==> config.mk <==
export PLATFORM = sky130hd
export DESIGN_NAME = spi_fifo_stat_ctl
export DESIGN_NICKNAME = d
export VERILOG_FILES = /design/src/rtl/spi_fsc_pkg.sv /design/src/rtl/spi_fsc_level.sv /design/src/rtl/spi_fsc_events.sv /design/src/rtl/spi_fifo_stat_ctl.sv
export SDC_FILE = /design/constraint.sdc
export NUM_CORES = 1
export LEC_CHECK = 0
export BUFFER_PORTS_ARGS = -buffer_cell sky130_fd_sc_hd__buf_2
export CORE_MARGIN = 10
export CORE_UTILIZATION = 48
export CTS_BUF_LIST = sky130_fd_sc_hd__clkbuf_2 sky130_fd_sc_hd__clkbuf_4 sky130_fd_sc_hd__clkbuf_8
export DETAILED_ROUTE_END_ITERATION = 16
export HOLD_SLACK_MARGIN = 0.1
export PLACE_DENSITY = 0.82
export SLEW_MARGIN = 20
export SYNTH_ARGS = -nofsm -noshare
export SYNTH_HDL_FRONTEND = slang
export SYNTH_HIERARCHICAL = 1
export SYNTH_SLANG_ARGS = --single-unit
==> constraint.sdc <==
create_clock -name clk -period 1.46 [get_ports clk]
set_input_delay 0.146 -clock clk [delete_from_list [all_inputs] [get_ports clk]]
set_output_delay 0.146 -clock clk [all_outputs]
set_load 0.01 [all_outputs]
==> src/rtl/spi_fsc_pkg.sv <==
package spi_fsc_pkg;

    typedef enum logic [2:0] {
        A_CTRL  = 3'd0,
        A_STAT  = 3'd1,
        A_IEN   = 3'd2,
        A_DMA   = 3'd3,
        A_WMARK = 3'd4,
        A_LEVEL = 3'd5,
        A_RXST  = 3'd6,
        A_GEOM  = 3'd7
    } reg_addr_e;

    localparam int N_EVT      = 6;
    localparam int B_TXREQ    = 0;
    localparam int B_RXRDY    = 1;
    localparam int B_EVT_LO   = 8;
    localparam int B_BUSY     = 24;
    localparam int B_EN       = 0;
    localparam int B_TXFL     = 8;
    localparam int B_RXFL     = 9;
    localparam int RX_WM_LSB  = 16;
    localparam int RX_LVL_LSB = 16;
    localparam int B_RXEMPTY  = 1;

    localparam logic [31:0] IEN_MASK = 32'h0000_3F03;

endpackage

==> src/rtl/spi_fsc_level.sv <==
module spi_fsc_level #(
    parameter int CW    = 5,
    parameter int WW    = 4,
    parameter bit ABOVE = 1'b0
) (
    input  logic [CW-1:0] count,
    input  logic [WW-1:0] wmark,
    output logic          flag
);
    logic [CW-1:0] wm_ext;
    assign wm_ext = CW'(wmark);

    generate
        if (ABOVE) begin : g_above
            assign flag = (count > wm_ext);
        end else begin : g_at_or_below
            assign flag = (count <= wm_ext);
        end
    endgenerate
endmodule

==> src/rtl/spi_fsc_events.sv <==
module spi_fsc_events #(
    parameter int N = 6
) (
    input  logic         clk,
    input  logic         rst_n,
    input  logic [N-1:0] set_i,
    input  logic [N-1:0] clr_i,
    output logic [N-1:0] flags_o
);
    logic [N-1:0] flag_d, flag_q;

    generate
        for (genvar gi = 0; gi < N; gi++) begin : g_bit
            // a new pulse takes priority over a clearing write
            always_comb flag_d[gi] = set_i[gi] | (flag_q[gi] & ~clr_i[gi]);
        end
    endgenerate

    always_ff @(posedge clk or negedge rst_n) begin
        if (!rst_n) flag_q <= '0;
        else        flag_q <= flag_d;
    end

    assign flags_o = flag_q;
endmodule

==> src/rtl/spi_fifo_stat_ctl.sv <==
module spi_fifo_stat_ctl
    import spi_fsc_pkg::*;
#(
    parameter  int TX_LOG2 = 4,
    parameter  int RX_LOG2 = 4,
    localparam int TX_CW   = TX_LOG2 + 1,
    localparam int RX_CW   = RX_LOG2 + 1
) (
    input  logic             clk,
    input  logic             rst_n,
    input  logic             wr_en,
    input  logic [2:0]       addr,
    input  logic [31:0]      wdata,
    output logic [31:0]      rd_data,
    input  logic [TX_CW-1:0] tx_count,
    input  logic [RX_CW-1:0] rx_count,
    input  logic [5:0]       evt_i,
    input  logic             engine_busy,
    output logic             irq,
    output logic             tx_dma_req,
    output logic             rx_dma_req,
    output logic             mod_en,
    output logic             tx_flush,
    output logic             rx_flush
);
    typedef struct packed {
        logic               en;
        logic [31:0]        ien;
        logic [1:0]         dma;
        logic [TX_LOG2-1:0] txwm;
        logic [RX_LOG2-1:0] rxwm;
        logic               txreq;
        logic               rxrdy;
        logic               busy;
        logic               txfl;
        logic               rxfl;
    } state_t;

    state_t s_d, s_q;

    reg_addr_e        ra;
    logic             tx_lvl, rx_lvl;
    logic [N_EVT-1:0] evt_clr, evt_q;
    logic [31:0]      stat_w, ien_w;
    logic             unused_wdata;

    assign ra           = reg_addr_e'(addr);
    assign unused_wdata = ^wdata;

    spi_fsc_level #(.CW(TX_CW), .WW(TX_LOG2), .ABOVE(1'b0)) u_tx_lvl (
        .count(tx_count), .wmark(s_q.txwm), .flag(tx_lvl)
    );

    spi_fsc_level #(.CW(RX_CW), .WW(RX_LOG2), .ABOVE(1'b1)) u_rx_lvl (
        .count(rx_count), .wmark(s_q.rxwm), .flag(rx_lvl)
    );

    assign evt_clr = (wr_en && ra == A_STAT) ? wdata[B_EVT_LO +: N_EVT] : '0;

    spi_fsc_events #(.N(N_EVT)) u_evt (
        .clk(clk), .rst_n(rst_n), .set_i(evt_i), .clr_i(evt_clr), .flags_o(evt_q)
    );

    always_comb begin
        s_d       = s_q;
        s_d.txreq = tx_lvl;
        s_d.rxrdy = rx_lvl;
        s_d.busy  = engine_busy;
        s_d.txfl  = 1'b0;
        s_d.rxfl  = 1'b0;
        if (wr_en) begin
            case (ra)
                A_CTRL: begin
                    s_d.en   = wdata[B_EN];
                    s_d.txfl = wdata[B_TXFL];
                    s_d.rxfl = wdata[B_RXFL];
                end
                A_IEN:   s_d.ien = wdata & IEN_MASK;
                A_DMA:   s_d.dma = wdata[1:0];
                A_WMARK: begin
                    s_d.txwm = wdata[TX_LOG2-1:0];
                    s_d.rxwm = wdata[RX_WM_LSB +: RX_LOG2];
                end
                default: ;
            endcase
        end
    end

    always_ff @(posedge clk or negedge rst_n) begin
        if (!rst_n) s_q <= '0;
        else        s_q <= s_d;
    end

    always_comb begin
        stat_w                      = '0;
        stat_w[B_TXREQ]             = s_q.txreq;
        stat_w[B_RXRDY]             = s_q.rxrdy;
        stat_w[B_EVT_LO +: N_EVT]   = evt_q;
        stat_w[B_BUSY]              = s_q.busy;
    end

    assign ien_w = s_q.ien;

    always_comb begin
        rd_data = '0;
        case (ra)
            A_CTRL:  rd_data[B_EN] = s_q.en;
            A_STAT:  rd_data = stat_w;
            A_IEN:   rd_data = s_q.ien;
            A_DMA:   rd_data[1:0] = s_q.dma;
            A_WMARK: begin
                rd_data[TX_LOG2-1:0]          = s_q.txwm;
                rd_data[RX_WM_LSB +: RX_LOG2] = s_q.rxwm;
            end
            A_LEVEL: begin
                rd_data[TX_CW-1:0]           = tx_count;
                rd_data[RX_LVL_LSB +: RX_CW] = rx_count;
            end
            A_RXST:  rd_data[B_RXEMPTY] = (rx_count == '0);
            A_GEOM:  begin
                rd_data[3:0]  = 4'(TX_LOG2);
                rd_data[11:8] = 4'(RX_LOG2);
            end
            default: ;
        endcase
    end

    assign irq        = |(stat_w & s_q.ien);
    assign tx_dma_req = s_q.dma[0] & s_q.txreq;
    assign rx_dma_req = s_q.dma[1] & s_q.rxrdy;
    assign mod_en     = s_q.en;
    assign tx_flush   = s_q.txfl;
    assign rx_flush   = s_q.rxfl;
endmodule

==> out/results.txt <==
status -> complete, no violations
number of synthesis warnings -> 6
maxcap violations -> 0
vias post-DR -> 1618
number of diodes -> 0
global-route wire length before repair -> 8140 um
Die H -> 84.3 um
sequential element share of the synthesized area -> 0.379
period utilisation layout -> 0.983
DP HPWL -> 3850 um
Core Rows -> 23
initial core utilization -> 0.495
Mapped Cells -> 185
area delta synth->final -> 28.4%
final setup margin -> 25.3 ps
Min-Delay Path Depth -> 2
combinational share of power -> 0.302
Peak VDD IR -> 0.758 mV
number of flops mapped to enable cells by yosys -> 0
met1 wire length -> 2060 um
mean routed wirelength per cell -> 15.7 um
Placement Cell Area -> 2270 um^2
die width -> 84.3 um
largest net degree at the start of global routing -> 31
die area -> 7100 um^2
Achievable Freq -> 0.697 GHz
Post-synth ARST share -> 1.00
core box area -> 4000 um^2
Worst-Margin Slew -> 691 ps
Crit path required time -> 1310 ps
Power, Total -> 2.55 mW
Hold Crit Class -> input port to register
fraction of layout cells with a size suffix above 1 -> 0.405
Sequential Power Share -> 0.423
most frequent cells in the layout -> buf_2, dfrtp_1, inv_1
RSZ-0062 raised after global routing -> true
drt pass-1 iters -> 4
Post-Syn Area -> 1980 um^2
Num CTS Buffers -> 5
max_slew headroom -> 0.539
flip-flop and latch count after synthesis -> 30
worst path arrival time -> 1290 ps
Top Ports -> 93
antenna violations before repair -> 0
First DRT Iteration DRCs -> 81
CP endpoint kind -> primary output
insertion delay to the later sink of the worst-skew pair -> 270 ps
Sink Count -> 30
Final min period -> 1430 ps
Static Leak -> 1.32 nW
NumNets Final -> 331
vias in the first global route -> 1731
Final setup violation count -> 0
Synth Flop Type -> dfrtp_1
Worst Skew -> 1.76 ps
# DRC -> 0
clock-pin slew on the worst setup and hold paths -> 70 ps
drt total wl -> 5020 um
CTS max path bufs -> 2
Int Power -> 1.78 mW
root buffer cell -> clkbuf_8
met3 WL -> 445 um
top cells by area, synth -> dfrtp_1, mux2_4, buf_4
total track usage -> 0.135
htree depth -> 2
Fillers -> 337
Worst Reg-to-Reg Cells -> 5
type of origin of the critical path -> register
Final Hold Viols -> 0
IO Port Bufs -> 59
crit path max fanout -> 3
post-synth cell types -> 40
most area-hungry cell type in the Yosys netlist -> dfrtp_1
Switch Pwr -> 0.774 mW
CTS tree -> yes
Final Util -> 0.636
Avg Vias per Cell -> 5.07
uppermost layer routed -> met4
Yosys top cell area share -> 0.379
WS Path Type -> register to primary output
switch share -> 0.304
DP Worst Slack -> 118 ps
wire length on met2 -> 2490 um
post-route cell area -> 2540 um^2
Max Transition Viols Final -> 0
most common cell after layout, fill and taps aside -> buf_2
Power Density -> 1000 nW/um^2
power share of the clock group -> 0.275
Avg Cell Area, Syn -> 10.7 um^2
Final ANT Viol Nets -> 0
remaining global-route overflow -> 0
routability cong. -> 0.791
[worst max-delay path, cell delays in order (launching register included)]
cell,delay (ps)
dfrtp_1,410
buf_4,150
a22oi_1,190
nand4_1,120
buf_2,160
[what timing repair did]
action / 4_1_cts / 5_1_grt
hold buffers: 13 / 2
endpoints found under the hold margin: 42 / 2
gates resized for setup: 0 / 2
setup endpoints to repair: 0 / 2
buffers inserted: 0 / 3
[power groups by stage]
stage | Clock (mW) | Combinational, mW | Sequential, mW
3_3_place_gp | 0 | 0.683 | 1.08
4_1_cts | 0.715 | 0.739 | 1.08
6_report | 0.700 | 0.770 | 1.08
2_1_floorplan | 0 | 0.526 | 1.06
3_5_place_dp | 0 | 0.710 | 1.09
5_1_grt | 0.752 | 0.848 | 1.10
[metal layers]
layer / track usage / vias up
li1: - / 783
met2: 0.234 / 68
met4: 0.0274 / 0
met1: 0.150 / 763
met5: 0 / -
met3: 0.0570 / 4
[cells by family after synthesis]
group                      count (synthesis)  synth area share
DFF                                       30             0.379
buffers and inverters                     42             0.128
adders and majority gates                  8            0.0505
AOI/OAI and AO/OA                         32             0.122
and+or+nand+nor                           44             0.134
other                                      1           0.00189
muxes                                     28             0.184
[metrics by stage]
| stage | cells | hold slack [ps] | TNS, ps |
|---|---|---|---|
| after global routing | 319 | 102 | -42.5 |
| after floorplan | 199 | -150 | 0 |
| after global placement | 293 | 222 | 0 |
| final | 319 | 104 | 0 |
| after CTS | 314 | 101 | 0 |
| after detailed placement | 293 | 228 | 0 |
[Yosys cell counts (4+ instances only)]
cell and count:
dfrtp_1 30, ha_1 8, a22oi_1 9, mux2_4 16, buf_4 15, nand3_1 4, and3_1 9, a21o_1 6
buf_2 5, nor2_1 11, mux2i_1 9, inv_1 18
[worst paths after layout]
check | end | slack (ps) | start
worst max-delay path | irq | 30 | ien_w[1]
worst min-delay path | s_q[12] | 100 | wdata[3]
worst max register to register | s_q[3] | 210 | s_q[7]
worst min register to register | u_evt/flags_o[3] | 520 | u_evt/flags_o[3]
max in group asynchronous | s_q[6] | 570 | rst_n
min in group asynchronous | tx_flush | 450 | rst_n
[state kept, by name, indices dropped and copies added, names as in the netlist]
register / count
s_q: 13
ien_w: 8
u_evt/flags_o: 6
mod_en: 1
rx_flush: 1
tx_flush: 1
[cell type report]
class	count	area, um^2	share of cell area
clock buffer	6	82.6	0.0324
timing repair buffer	86	536	0.210
sequential	30	751	0.295
inverter	18	67.6	0.0265
clock inverter	2	12.5	0.00492
multi-input combinational	127	1030	0.406
tap	50	62.6	0.0246
(Power assumes the default switching activity.)
